File: config.mk
export PLATFORM = sky130hd
export DESIGN_NAME = swp_seq
export DESIGN_NICKNAME = d
export VERILOG_FILES = /design/src/rtl/swp_pkg.sv /design/src/rtl/swp_step.sv /design/src/rtl/swp_bank.sv /design/src/rtl/swp_seq.sv
export SDC_FILE = /design/constraint.sdc
export NUM_CORES = 1
export LEC_CHECK = 0
export CORE_MARGIN = 10
export CORE_UTILIZATION = 30
export CTS_CLUSTER_SIZE = 10
export DETAILED_ROUTE_END_ITERATION = 8
export PLACE_DENSITY_LB_ADDON = 0.05
export SYNTH_ARGS = -nofsm -noshare
export SYNTH_HDL_FRONTEND = slang
export SYNTH_SLANG_ARGS = --single-unit
File: constraint.sdc
create_clock -name clk -period 2.75 [get_ports clk]
set_input_delay 0.55 -clock clk [delete_from_list [all_inputs] [get_ports clk]]
set_output_delay 0.55 -clock clk [all_outputs]
set_load 0.05 [all_outputs]
File: src/rtl/swp_pkg.sv
package swp_pkg;
    localparam int MATCH_W = 15;
    localparam int DATA_W  = 16;

    localparam logic [MATCH_W-1:0] ADR_HI = 15'h5555;
    localparam logic [MATCH_W-1:0] ADR_LO = 15'h2AAA;

    localparam logic [DATA_W-1:0] KEY_A   = 16'hAAAA;
    localparam logic [DATA_W-1:0] KEY_5   = 16'h5555;
    localparam logic [DATA_W-1:0] KEY_LCK = 16'hA0A0;
    localparam logic [DATA_W-1:0] KEY_REL = 16'h8080;
    localparam logic [DATA_W-1:0] KEY_FIN = 16'h2020;

    typedef enum logic [2:0] {
        ST_IDLE, ST_P1, ST_P2, ST_R3, ST_R4, ST_R5, ST_OPEN
    } seq_st_t;
endpackage

File: src/rtl/swp_step.sv
module swp_step
    import swp_pkg::*;
(
    input  seq_st_t             st,
    input  logic [MATCH_W-1:0]  word,
    input  logic [DATA_W-1:0]   data,
    output logic                hit,
    output seq_st_t             nxt,
    output logic                arm_lock,
    output logic                arm_rel
);
    logic at_hi, at_lo;

    assign at_hi = (word == ADR_HI);
    assign at_lo = (word == ADR_LO);

    always_comb begin
        hit      = 1'b0;
        nxt      = ST_IDLE;
        arm_lock = 1'b0;
        arm_rel  = 1'b0;
        unique case (st)
            ST_IDLE: begin
                hit = at_hi && data == KEY_A;
                nxt = ST_P1;
            end
            ST_P1: begin
                hit = at_lo && data == KEY_5;
                nxt = ST_P2;
            end
            ST_P2: begin
                if (at_hi && data == KEY_LCK) begin
                    hit      = 1'b1;
                    nxt      = ST_OPEN;
                    arm_lock = 1'b1;
                end else if (at_hi && data == KEY_REL) begin
                    hit = 1'b1;
                    nxt = ST_R3;
                end
            end
            ST_R3: begin
                hit = at_hi && data == KEY_A;
                nxt = ST_R4;
            end
            ST_R4: begin
                hit = at_lo && data == KEY_5;
                nxt = ST_R5;
            end
            ST_R5: begin
                hit     = at_hi && data == KEY_FIN;
                nxt     = ST_OPEN;
                arm_rel = hit;
            end
            ST_OPEN: begin
                hit = 1'b0;
                nxt = ST_OPEN;
            end
            default: begin
                hit = 1'b0;
                nxt = ST_IDLE;
            end
        endcase
    end
endmodule

File: src/rtl/swp_bank.sv
module swp_bank
    import swp_pkg::*;
#(
    parameter int PAGE_WORDS = 128
) (
    input  logic                clk,
    input  logic                rst_n,
    input  logic                sel,
    input  logic [MATCH_W-1:0]  word,
    input  logic [DATA_W-1:0]   data,
    input  logic                period_done,
    output logic                store,
    output logic                is_cmd,
    output logic                prot
);
    localparam int CW = $clog2(PAGE_WORDS + 1);

    seq_st_t        st_q;
    seq_st_t        st_nxt;
    logic           hit, arm_lock, arm_rel;
    logic           pend_lock_q, pend_rel_q;
    logic [CW-1:0]  cnt_q;
    logic           room;

    swp_step i_step (
        .st       (st_q),
        .word     (word),
        .data     (data),
        .hit      (hit),
        .nxt      (st_nxt),
        .arm_lock (arm_lock),
        .arm_rel  (arm_rel)
    );

    assign room = (cnt_q < CW'(PAGE_WORDS));

    // outputs for the write presented this cycle
    always_comb begin
        is_cmd = sel && (st_q != ST_OPEN) && hit;
        store  = sel && !is_cmd && (((st_q == ST_OPEN) && room) || !prot);
    end

    // state register and flag update
    always_ff @(posedge clk or negedge rst_n) begin
        if (!rst_n) begin
            st_q        <= ST_IDLE;
            pend_lock_q <= 1'b0;
            pend_rel_q  <= 1'b0;
            cnt_q       <= '0;
            prot        <= 1'b0;
        end else if (period_done) begin
            if (st_q == ST_OPEN) begin
                if (pend_lock_q)     prot <= 1'b1;
                else if (pend_rel_q) prot <= 1'b0;
            end
            st_q        <= ST_IDLE;
            pend_lock_q <= 1'b0;
            pend_rel_q  <= 1'b0;
            cnt_q       <= '0;
        end else if (sel) begin
            if (st_q == ST_OPEN) begin
                if (room) cnt_q <= cnt_q + 1'b1;
            end else if (hit) begin
                st_q <= st_nxt;
                if (arm_lock) pend_lock_q <= 1'b1;
                if (arm_rel)  pend_rel_q  <= 1'b1;
                cnt_q <= '0;
            end else begin
                st_q <= ST_IDLE;
            end
        end
    end
endmodule

File: src/rtl/swp_seq.sv
module swp_seq
    import swp_pkg::*;
#(
    parameter int BANK_BITS  = 2,
    parameter int PAGE_WORDS = 128
) (
    input  logic                        clk,
    input  logic                        rst_n,
    input  logic                        wr_en,
    input  logic [BANK_BITS-1:0]        wr_bank,
    input  logic [MATCH_W-1:0]          wr_word,
    input  logic [DATA_W-1:0]           wr_data,
    input  logic                        period_done,
    output logic                        wr_store,
    output logic                        wr_cmd,
    output logic [(1<<BANK_BITS)-1:0]   prot_flags
);
    localparam int NB = 1 << BANK_BITS;

    logic [NB-1:0] sel_v, store_v, cmd_v;

    for (genvar b = 0; b < NB; b++) begin : g_bank
        assign sel_v[b] = wr_en && (wr_bank == BANK_BITS'(b));

        swp_bank #(.PAGE_WORDS(PAGE_WORDS)) i_bank (
            .clk         (clk),
            .rst_n       (rst_n),
            .sel         (sel_v[b]),
            .word        (wr_word),
            .data        (wr_data),
            .period_done (period_done),
            .store       (store_v[b]),
            .is_cmd      (cmd_v[b]),
            .prot        (prot_flags[b])
        );
    end

    assign wr_store = |store_v;
    assign wr_cmd   = |cmd_v;
endmodule

==> metrics.md, run 1 <==
| Metric | Value |
|---|---|
| Initial antenna violation count | 0 |
| First-pass GRT wire length | 18600 microns |
| Cell area after layout | 5430 sq um |
| Area post-placement | 4950 sq um |
| CTS tree | yes |
| Failing checks | negative setup slack |
| Synth async-reset ratio | 100% |
| Commonest non-fill, non-tap cell in the layout | buf_4 |
| Die area | 17200 sq um |
| Top cell type's share of synthesized area | 37.9% |
| CTS Hold Bufs | 0 |
| Nets | 583 |
| Total CTS buffers | 5 |
| Max Root-Sink Buffers | 2 |
| CP endpoint kind | output pin |
| Vias in the first global route | 3635 |
| Worst hold slack | 220 ps |
| R2r setup slk | 320 ps |
| Syn Area/Cell | 8.72 sq um |
| Iter 0 DRT Violations | 205 |
| Worst endpoint required time | 2200 ps |
| Port buffer count | 42 |
| Leakage power | 2.33 nW |
| Worst EP arrival | 2390 ps |
| Gr usage total | 13.4% |
| Flops & latches, synth | 56 |
| Via density | 5.16 |
| Sw power | 0.000427 W |
| Flop pwr share | 44.0% |
| Number of distinct library cells after synthesis | 61 |
| Synthesized net count | 465 |
| Cell taking the most area after synthesis | dfrtp_1 |
| Inst Count DP | 692 |
| Routability cong. | 0.846 |
| Final Worst Setup Slack | -186 ps |
| R2R cell count | 6 |
| Clock share of power | 44.7% |
| Synth Instances | 424 |
| Setup-failing EPs final | 2 |
| Sw Ratio | 22.7% |
| Drt first pass iters | 4 |
| Initial Utilization | 30.7% |
| Sequential share of the synthesized area | 37.9% |
| Wire per inst | 15.4 microns |
| Logic pwr share | 11.3% |
| Int Pwr | 0.00145 W |
| Startpoint class of the critical path | input port |
| Period utilization | 107% |
| Max Cap Violations | 0 |
| FP Rows | 40 |
| Share of cells above drive strength 1 | 33.1% |
| Slew margin rel. | 45.1% |
| Unrepaired setup endpoints after global routing | true |
| Ports | 43 |
| Status | complete, but fails checks |
| Clock transition at the registers of the reported paths | 80 ps |
| CTS Sinks | 56 |
| H-tree depth | 2 |
| Worst-Skew Late Latency | 310 ps |
| Dpl hpwl | 8410 microns |
| Area Overhead vs Synth | 46.7% |
| Reg2Reg Capture Point | g_bank[1].i_bank.st_q[0] |
| Main synth FF type | dfrtp_1 |
| Vias | 3670 |
| Gr ovfl total | 0 |
| YS warnings | 0 |
| Worst-margin pin slew | 803 ps |
| Final Critical Period | 2940 ps |
| Most frequent cells in the layout | buf_4 (77), dfrtp_1 (56), nor2_1 (37), nand2_1 (34), a31oi_1 (24) |
| Root buf cell | clkbuf_16 |
| Peak VDD IR | 0.352 mV |
| Critical-path maximum fanout | 5 |
| Final Hold Viols | 0 |
| Slew Viols, Final | 0 |
| CP Class | input port to output pin |
| F_max | 341 MHz |
| Die outline width | 131 microns |
| Die Span Y | 131 microns |
| Post-Syn Area | 3700 sq um |
| WL final | 10900 microns |
| DRC | 0 |
| Inserted Diodes | 0 |
| Post-synth EDFFs | 0 |
| Pwr/cell area | 346 nW/um^2 |
| Non-Filler Instances | 711 |
| Synth area leaders | dfrtp_1 (38%), a31oi_1 (4.1%), nor2_1 (4.0%) |
| Core Box Area | 12100 sq um |
| Hold Crit Class | input port to asynchronous set/reset pin |
| Antenna Violating Nets Remaining | 0 |
| Final Power | 0.00188 W |
| Largest net degree at the start of global routing | 43 |
| Worst clock skew | 15.3 ps |
| Reg2reg start | g_bank[1].i_bank.st_q[1] |
| TNS Setup | -342 ps |
## flip-flops by register name, indices dropped and copies added, names as in the netlist
register                   count
g_bank.i_bank.st_q            12
g_bank.i_bank.pend_lock_q      4
g_bank.i_bank.pend_rel_q       4
g_bank.i_bank.prot             4
g_bank.i_bank.cnt_q           32
## power by group through the flow
| stage | registers [W] | clock network (W) | logic (W) |
|---|---|---|---|
| 2_1_floorplan | 0.000843 | 0 | 0.0000656 |
| 3_3_place_gp | 0.000843 | 0 | 0.000212 |
| 3_5_place_dp | 0.000844 | 0 | 0.000212 |
| 4_1_cts | 0.000827 | 0.000878 | 0.000214 |
| 5_1_grt | 0.000828 | 0.000912 | 0.000232 |
| 6_report | 0.000827 | 0.000839 | 0.000213 |
## how the worst max path moves through the flow
stage                     to        start
CTS                 wr_store   wr_word[7]
global placement    wr_store  wr_data[13]
global route        wr_store   wr_data[3]
finish                wr_cmd   wr_word[1]
detailed placement  wr_store  wr_data[13]
floorplan           wr_store  wr_data[10]
## per-layer routing
| metal | vias to the layer above | part of all wire (%) | global-route usage, % |
|---|---|---|---|
| met5 | - | 0 | 0 |
| met4 | 0 | 1.1 | 3.47 |
| met3 | 9 | 3.4 | 2.42 |
| met2 | 57 | 47 | 21.6 |
| met1 | 1753 | 48 | 18.1 |
| li1 | 1851 | - | - |
## Yosys cell counts (9+ instances only)
cell type / count
dfrtp_1: 56
nor2_1: 39
nand2_1: 35
a31oi_1: 24
nand3_1: 24
nor3_1: 23
a21oi_1: 22
inv_1: 14
clkbuf_1: 12
or3_1: 12
o21ai_0: 11
nand4_1: 9
nor4_1: 9
## what timing repair did
| action | CTS | global route |
|---|---|---|
| endpoints found under the hold margin | 0 | 0 |
| gates resized for setup | 146 | 9 |
| pin swaps | 33 | 15 |
| setup buffers | 10 | 1 |
| setup endpoints to repair | 13 | 2 |
## metrics by stage
stage / util (%) / setup WS, ps
floorplan: - / 6.12
global placement: 41.1 / -598
detailed placement: 41.1 / -622
CTS: 44.6 / -156
global route: 45.0 / -261
finish: 45.0 / -186
## cell type report
type                    count  area, sq um
clock inverters             3         68.8
inverters                  14         52.6
fillers                  1159         6640
flip-flops and latches     56         1400
multi-input cells         333         2460
clock buffers               5          125
repair buffers            132         1110
well taps                 168          210
## worst max-delay path, stage by stage
cell and delay (ps):
clkdlybuf4s15_2 180, and4bb_2 270, buf_6 120, nand4_1 80
buf_6 170, nor3_4 60, a2111oi_4 390, o22a_1 270
o221ai_4 120, buf_12 170
## cell families (layout without fill, tap and decap cells)
logic type / count (synthesis) / after routing / synth area share [%]
compound gates: 98 / 98 / 18.5
xor+xnor: 6 / 6 / 1.42
fa+ha+maj: 4 / 4 / 1.35
buf+inv: 35 / 154 / 4.50
flops: 56 / 56 / 37.9
mux: 7 / 7 / 1.89
simple gates: 218 / 218 / 34.4
(Power assumes the default switching activity.)
==> run 2, diff against run 1 <==
--- a/config.mk
+++ b/config.mk
@@ -5,11 +5,12 @@
 export SDC_FILE = /design/constraint.sdc
 export NUM_CORES = 1
 export LEC_CHECK = 0
+export ABC_AREA = 1
 export CORE_MARGIN = 10
 export CORE_UTILIZATION = 30
 export CTS_CLUSTER_SIZE = 10
 export DETAILED_ROUTE_END_ITERATION = 8
-export PLACE_DENSITY_LB_ADDON = 0.05
+export PLACE_DENSITY_LB_ADDON = 0.12
 export SYNTH_ARGS = -nofsm -noshare
 export SYNTH_HDL_FRONTEND = slang
 export SYNTH_SLANG_ARGS = --single-unit
==> metrics.md, run 2 <==
| Metric | Value |
|---|---|
| CTS tree | yes (unchanged) |
| Cell taking the most area after synthesis | dfrtp_1 (unchanged) |
| Total CTS buffers | 5 (unchanged) |
| First-pass GRT wire length | 22200 microns (was 18600 microns) |
| Initial antenna violation count | 0 (unchanged) |
| Leakage power | 2.87 nW (was 2.33 nW) |
| Share of cells above drive strength 1 | 24.4% (was 33.1%) |
| Number of distinct library cells after synthesis | 37 (was 61) |
| Synthesized net count | 758 (was 465) |
| Layout fillers | 1534 (was 1159) |
| CP endpoint kind | output pin (unchanged) |
| Period utilization | 96.3% (was 107%) |
| Antenna Violating Nets Remaining | 0 (unchanged) |
| Peak VDD IR | 0.469 mV (was 0.352 mV) |
| Final Power | 0.00188 W (about the same) |
| Critical-path maximum fanout | 4 (was 5) |
| Worst-margin pin slew | 574 ps (was 803 ps) |
| Syn Area/Cell | 6.24 sq um (was 8.72 sq um) |
| Routability cong. | 0.903 (was 0.846) |
| Hold Crit Class | input port to asynchronous set/reset pin (unchanged) |
| FP Rows | 44 (was 40) |
| WL final | 13100 microns (was 10900 microns) |
| Top cell type's share of synthesized area | 31.3% (was 37.9%) |
| YS warnings | 0 (unchanged) |
| Vias | 4825 (was 3670) |
| Worst EP arrival | 2100 ps (was 2390 ps) |
| Vias in the first global route | 4652 (was 3635) |
| Largest net degree at the start of global routing | 57 (was 43) |
| CTS Sinks | 56 (unchanged) |
| Via density | 4.82 (was 5.16) |
| Final Worst Setup Slack | 101 ps (was -186 ps) |
| Most common cell in the synthesized netlist | nand2_1 (was dfrtp_1) |
| F_max | 378 MHz (was 341 MHz) |
| Gr ovfl total | 0 (unchanged) |
| CP Class | input port to output pin (unchanged) |
| Flops & latches, synth | 56 (unchanged) |
| Gr usage total | 13.1% (was 13.4%) |
| Ports | 43 (unchanged) |
| Most frequent cells in the layout | nand2_1 (212), nor2_1 (89), nand3_1 (80), inv_1 (60) (was buf_4 (77), dfrtp_1 (56), nor2_1 (37), nand2_1 (34), a31oi_1 (24)) |
| Worst clock skew | 6.45 ps (was 15.3 ps) |
| Port buffer count | 42 (unchanged) |
| Status | finished clean (was complete, but fails checks) |
| Core Box Area | 14600 sq um (was 12100 sq um) |
| Root buf cell | clkbuf_16 (unchanged) |
| Final Critical Period | 2650 ps (was 2940 ps) |
| Nets | 857 (was 583) |
| Synth Instances | 717 (was 424) |
| Die Span Y | 142 microns (was 131 microns) |
| H-tree depth | 2 (unchanged) |
| Die outline width | 142 microns (was 131 microns) |
| Reg with most FFs | g_bank.i_bank.cnt_q (unchanged) |
| Iter 0 DRT Violations | 248 (was 205) |
| Post-layout util | 40.4% (was 45.0%) |
| Place WS | -306 ps (was -622 ps) |
| Area Overhead vs Synth | 31.7% (was 46.7%) |
| Non-Filler Instances | 1001 (was 711) |
| Final Hold Viols | 0 (unchanged) |
| Max Root-Sink Buffers | 2 (unchanged) |
| Dpl hpwl | 9970 microns (was 8410 microns) |
| Slew margin rel. | 61.4% (was 45.1%) |
| Startpoint class of the critical path | input port (unchanged) |
| Wire per inst | 13.0 microns (was 15.4 microns) |
| Slew Viols, Final | 0 (unchanged) |
| Initial Utilization | 30.7% (about the same) |
| Max FFs per register | 32 (unchanged) |
| Sequential share of the synthesized area | 31.3% (was 37.9%) |
| Max Cap Violations | 0 (unchanged) |
| Largest regs | g_bank.i_bank.cnt_q x32, g_bank.i_bank.st_q x12 (unchanged) |
| Die area | 20200 sq um (was 17200 sq um) |
| Main synth FF type | dfrtp_1 (unchanged) |
| Synth cell count leaders | nand2_1 (232), nor2_1 (108), nand3_1 (87), inv_1 (69), dfrtp_1 (56) (was dfrtp_1 (56), nor2_1 (39), nand2_1 (35), a31oi_1 (24), nand3_1 (24)) |
| Pwr/cell area | 320 nW/um^2 (was 346 nW/um^2) |
| Inst Count DP | 983 (was 692) |
| Drt first pass iters | 5 (was 4) |
| CTS Hold Bufs | 0 (unchanged) |
| Post-synth EDFFs | 0 (unchanged) |
| Synth async-reset ratio | 100% (unchanged) |
| Synth area leaders | dfrtp_1 (31%), nand2_1 (19%), nand3_1 (9.7%) (was dfrtp_1 (38%), a31oi_1 (4.1%), nor2_1 (4.0%)) |
| Worst endpoint required time | 2200 ps (about the same) |
| Inserted Diodes | 0 (unchanged) |
| Worst-Skew Late Latency | 310 ps (about the same) |
| Setup-failing EPs final | 0 (was 2) |
| Commonest non-fill, non-tap cell in the layout | nand2_1 (was buf_4) |
| DRC | 0 (unchanged) |
| Post-Syn Area | 4470 sq um (was 3700 sq um) |
| Clock transition at the registers of the reported paths | 80 ps (about the same) |
[run 2: cell types whose count changed in the layout (fill, tap and decap cells not counted), sizes merged, moves of 11 or more]
cell | previous run | this run
a31oi | 24 | 1
buf | 111 | 63
clkbuf | 6 | 20
inv | 15 | 91
nand2 | 35 | 244
nand3 | 24 | 89
nor2 | 39 | 116
nor3 | 24 | 11
nor4 | 11 | 0
o21ai | 11 | 36
or3 | 13 | 0
[run 2: logic make-up after synthesis]
logic type / share of synthesized area, %
fa+ha+maj: 1.12
simple gates: 47.5
buf+inv: 8.95
compound gates: 8.76
flops: 31.3
xor+xnor: 2.35
[run 2: critical path, cell delays in order]
cell and delay (ps):
clkdlybuf4s50_1 550, inv_1 70, nor3_2 240, a21boi_2 230, nand3_1 90, nand4_1 180, buf_6 190
[run 2: routing by layer]
layer	vias up	wire length [microns]	track usage, %
li1	2486	-	-
met1	2220	6340	17.7
met2	109	5930	20.5
met3	10	585	2.70
met4	0	203	4.03
met5	-	0	0
[run 2: final timing paths]
| kind | start | end | slack [ps] | depth (start not counted) |
|---|---|---|---|---|
| worst min-delay path | rst_n | g_bank[3].i_bank.cnt_q[4] | 210 | 2 |
| worst min register to register | g_bank[3].i_bank.cnt_q[7] | g_bank[3].i_bank.cnt_q[7] | 480 | 2 |
| min in group clk | g_bank[3].i_bank.cnt_q[7] | g_bank[3].i_bank.cnt_q[7] | 480 | 2 |
| worst max register to register | g_bank[1].i_bank.st_q[1] | g_bank[1].i_bank.st_q[2] | 960 | 11 |
| worst max-delay path | wr_bank[1] | wr_store | 100 | 7 |
| max in group asynchronous | rst_n | g_bank[0].i_bank.st_q[1] | 2250 | 2 |
[run 2: area by class of cell]
cell class              instances  area, sq um  share of cell area [%]
clock buffers                   5          125                    2.12
flip-flops and latches         56         1400                    23.8
inverters                      90          338                    5.74
repair buffers                102          836                    14.2
clock inverters                 3         46.3                   0.786
multi-input cells             561         2910                    49.4
well taps                     184          230                    3.91
[run 2: stage by stage]
step	area, sq um	TNS [ps]	hold slack (ps)
after floorplan	4470	0	254
after global placement	5480	-513	456
after detailed placement	5480	-610	465
after CTS	5770	0	233
after global routing	5890	-50.5	246
final	5890	0	214
[run 2: timing repair]
item | 4_1_cts | 5_1_grt
pin swaps | 23 | 43
setup buffers | 6 | 4
endpoints found under the setup margin | 2 | 2
gates resized for setup | 73 | 81
[run 2: power by group]
| part | switching (W) | leakage (nW) | internal [W] | total, W |
|---|---|---|---|---|
| Combinational | 0.000169 | 2.02 | 0.000107 | 0.000276 |
| Sequential | 0.00000906 | 0.770 | 0.000839 | 0.000848 |
| Clock | 0.000321 | 0.0857 | 0.000435 | 0.000757 |
| Total | 0.000500 | 2.87 | 0.00138 | 0.00188 |
==> run 3, diff against run 2 <==
--- a/config.mk
+++ b/config.mk
@@ -6,11 +6,14 @@
 export NUM_CORES = 1
 export LEC_CHECK = 0
 export ABC_AREA = 1
+export CAP_MARGIN = 20
 export CORE_MARGIN = 10
 export CORE_UTILIZATION = 30
 export CTS_CLUSTER_SIZE = 10
 export DETAILED_ROUTE_END_ITERATION = 8
 export PLACE_DENSITY_LB_ADDON = 0.12
+export REMOVE_ABC_BUFFERS = 1
 export SYNTH_ARGS = -nofsm -noshare
 export SYNTH_HDL_FRONTEND = slang
+export SYNTH_HIERARCHICAL = 1
 export SYNTH_SLANG_ARGS = --single-unit
==> metrics.md, run 3 <==
| Metric | Value |
|---|---|
| Max stage delay on crit path | 270 ps (was 550 ps) |
| Hold Crit Class | input port to asynchronous set/reset pin (unchanged) |
| Unrepaired setup endpoints after global routing | true |
| Post-Syn Area | 5710 sq um (was 4470 sq um) |
| TNS Setup | 0 ps (unchanged) |
| Synth Instances | 1014 (was 717) |
| Main synth FF type | dfrtp_1 (unchanged) |
| Top cell type's share of synthesized area | 24.6% (was 31.3%) |
| Number of distinct library cells after synthesis | 26 (was 37) |
| Inserted Diodes | 0 (unchanged) |
| Crit path cell chain | buf_4 > bufbuf_16 > nor2_2 > nand3_1 > nor2_2 > nand2_2 > buf_4 > buf_4 > buf_4 > buf_4 > buf_4 > buf_4 > buf_4 > buf_4 > buf_4 > buf_4 > buf_4 > buf_4 > inv_1 > nand2_1 > a21oi_2 (was clkdlybuf4s50_1 > inv_1 > nor3_2 > a21boi_2 > nand3_1 > nand4_1 > buf_6) |
| Gr ovfl total | 0 (unchanged) |
| Initial antenna violation count | 0 (unchanged) |
| CP endpoint kind | flop (was output pin) |
| Synth cell count leaders | nand2_1 (296), nor2_1 (188), inv_1 (170), nand3_1 (92), dfrtp_1 (56) (was nand2_1 (232), nor2_1 (108), nand3_1 (87), inv_1 (69), dfrtp_1 (56)) |
| FP Rows | 50 (was 44) |
| CP dominant cell by count | buf_4 |
| Reg2Reg Capture Point | g_bank[2].i_bank/pend_rel_q (was g_bank[1].i_bank.st_q[2]) |
| Wire per inst | 13.0 microns (about the same) |
| Largest regs | g_bank.i_bank/cnt_q x32, g_bank.i_bank/st_q x12 (was g_bank.i_bank.cnt_q x32, g_bank.i_bank.st_q x12) |
| Slew Viols, Final | 0 (unchanged) |
| Worst-margin pin slew | 760 ps (was 574 ps) |
| Final Critical Period | 2710 ps (was 2650 ps) |
| Max FFs per register | 32 (unchanged) |
| Clock transition at the registers of the reported paths | 80 ps (about the same) |
| CP Class | input port to flop (was input port to output pin) |
| Leakage power | 3.93 nW (was 2.87 nW) |
| Syn Area/Cell | 5.63 sq um (was 6.24 sq um) |
| Dpl hpwl | 12800 microns (was 9970 microns) |
| Post-synth EDFFs | 0 (unchanged) |
| Gr usage total | 15.5% (was 13.1%) |
| Area post-placement | 7060 sq um (was 5480 sq um) |
| Worst Setup SP | wr_data[15] (was wr_bank[1]) |
| Most common cell in the synthesized netlist | nand2_1 (unchanged) |
| Cell area after layout | 8480 sq um (was 5890 sq um) |
| WL final | 19100 microns (was 13100 microns) |
| Max Cap Violations | 0 (unchanged) |
| Commonest non-fill, non-tap cell in the layout | nand2_1 (unchanged) |
| Total CTS buffers | 5 (unchanged) |
| Slew margin rel. | 49.3% (was 61.4%) |
| Largest net degree at the start of global routing | 57 (unchanged) |
| Reg2reg start | g_bank[2].i_bank/st_q[1] (was g_bank[1].i_bank.st_q[1]) |
| Slowest stage cell, crit path | bufbuf_16 (was clkdlybuf4s50_1) |
| First-pass GRT wire length | 31700 microns (was 22200 microns) |
| Critical-path maximum fanout | 6 (was 4) |
| Drt first pass iters | 5 (unchanged) |
| Status | finished clean (unchanged) |
| Reg with most FFs | g_bank.i_bank/cnt_q (was g_bank.i_bank.cnt_q) |
| Cell taking the most area after synthesis | dfrtp_1 (unchanged) |
| Iter 0 DRT Violations | 267 (was 248) |
| Period utilization | 98.5% (was 96.3%) |
| Worst EP arrival | 2950 ps (was 2100 ps) |
| R2r setup slk | 90 ps (was 960 ps) |
| F_max | 369 MHz (was 378 MHz) |
| Die area | 24900 sq um (was 20200 sq um) |
| Final Worst Setup Slack | 40.6 ps (was 101 ps) |
| Pwr/cell area | 255 nW/um^2 (was 320 nW/um^2) |
| Final Power | 0.00216 W (was 0.00188 W) |
| Setup-failing EPs final | 0 (unchanged) |
| Flops & latches, synth | 56 (unchanged) |
| Synth area leaders | dfrtp_1 (25%), nand2_1 (19%), nor2_1 (12%) (was dfrtp_1 (31%), nand2_1 (19%), nand3_1 (9.7%)) |
| YS warnings | 6 (was 0) |
| Core Box Area | 18700 sq um (was 14600 sq um) |
| CTS Sinks | 56 (unchanged) |
| Port buffer count | 42 (unchanged) |
| Synth async-reset ratio | 100% (unchanged) |
| CP Buf/Inv Count | 15 (was 3) |
| Antenna Violating Nets Remaining | 0 (unchanged) |
| Startpoint class of the critical path | input port (unchanged) |
| H-tree depth | 2 (unchanged) |
| Root buf cell | clkbuf_16 (unchanged) |
| Sequential share of the synthesized area | 24.6% (was 31.3%) |
| DRC | 0 (unchanged) |
| Die outline width | 158 microns (was 142 microns) |
| Share of cells above drive strength 1 | 34.5% (was 24.4%) |
| Routability cong. | 0.822 (was 0.903) |
| Top Family by Delay on Critical Path | buffers and inverters (unchanged) |
| Vias in the first global route | 6617 (was 4652) |
| Worst-Skew Late Latency | 310 ps (about the same) |
| CTS tree | yes (unchanged) |
| Nets | 1270 (was 857) |
| Post-layout util | 45.3% (was 40.4%) |
| CTS Hold Bufs | 0 (unchanged) |
| Worst clock skew | 6.98 ps (was 6.45 ps) |
| Max Root-Sink Buffers | 2 (unchanged) |
| Worst endpoint required time | 2990 ps (was 2200 ps) |
| Via density | 4.66 (was 4.82) |
| Place WS | -519 ps (was -306 ps) |
| Final Hold Viols | 0 (unchanged) |
| R2R cell count | 21 (was 11) |
| Area Overhead vs Synth | 48.6% (was 31.7%) |
| Ports | 43 (unchanged) |
| Vias | 6820 (was 4825) |
| Peak VDD IR | 0.219 mV (was 0.469 mV) |
| Die Span Y | 158 microns (was 142 microns) |
| Initial Utilization | 30.5% (was 30.7%) |
| Most frequent cells in the layout | nand2_1 (273), buf_4 (154), nor2_1 (141), inv_1 (137), nand3_1 (79) (was nand2_1 (212), nor2_1 (89), nand3_1 (80), inv_1 (60)) |
==> run 3: cell count changes after synthesis, moves of 6 or more <==
cell,change
nor2_4,+10
a21oi_1,+10
xor2_1,-6
inv_1,+101
o21ai_1,+8
nand3_2,+10
nand2_1,+64
inv_2,-9
o21ai_2,+8
nand4_1,+20
xnor2_1,-6
nor2_1,+80
==> run 3: power breakdown <==
part	switching (W)	internal, W	total [W]	leakage (nW)
combinational	0.000306	0.000242	0.000548	3.09
clock	0.000327	0.000458	0.000785	0.0871
sequential	0.00000264	0.000826	0.000829	0.757
total	0.000636	0.00153	0.00216	3.93
==> run 3: how the worst max path moves through the flow <==
stage | cells after the start | endpoint | slack [ps]
6_report | 21 | g_bank[2].i_bank/pend_rel_q | 40
3_3_place_gp | 16 | wr_store | -520
2_1_floorplan | 14 | wr_store | 310
5_1_grt | 21 | g_bank[2].i_bank/pend_rel_q | -80
4_1_cts | 23 | g_bank[2].i_bank/pend_rel_q | -2
3_5_place_dp | 16 | wr_store | -520
==> run 3: cell families after synthesis <==
logic type                 Yosys count  synth area share [%]
DFF                                 56                  24.6
adders and majority gates            4                 0.877
and+or+nand+nor                    676                  52.7
AOI/OAI and AO/OA                   84                  8.24
buffers and inverters              194                  13.6
==> run 3: through the flow <==
stage,hold slack (ps),instances
after floorplan,254,1002
final,383,1464
after global placement,498,1360
after CTS,419,1451
after global routing,457,1464
after detailed placement,500,1360
==> run 3: area by class of cell <==
class	count	area [sq um]
multi-input cells	764	3930
inverters	182	698
clock buffers	6	139
well taps	234	293
repair buffers	220	1970
flip-flops and latches	56	1410
clock inverters	2	38.8
fillers	1927	10200
==> run 3: what timing repair did <==
action                                  CTS  global route
gates cloned                              9             0
gates resized for setup                 226           104
pin swaps                                68            63
setup buffers                            76            15
endpoints found under the setup margin    2             7
==> run 3: routing by layer <==
metal | wire, microns | global-route usage (%) | up-vias
met4 | 392 | 4.90 | 0
met1 | 9080 | 20.2 | 3076
met3 | 759 | 2.39 | 33
met5 | 0 | 0 | -
li1 | - | - | 3579
met2 | 8830 | 25.6 | 132
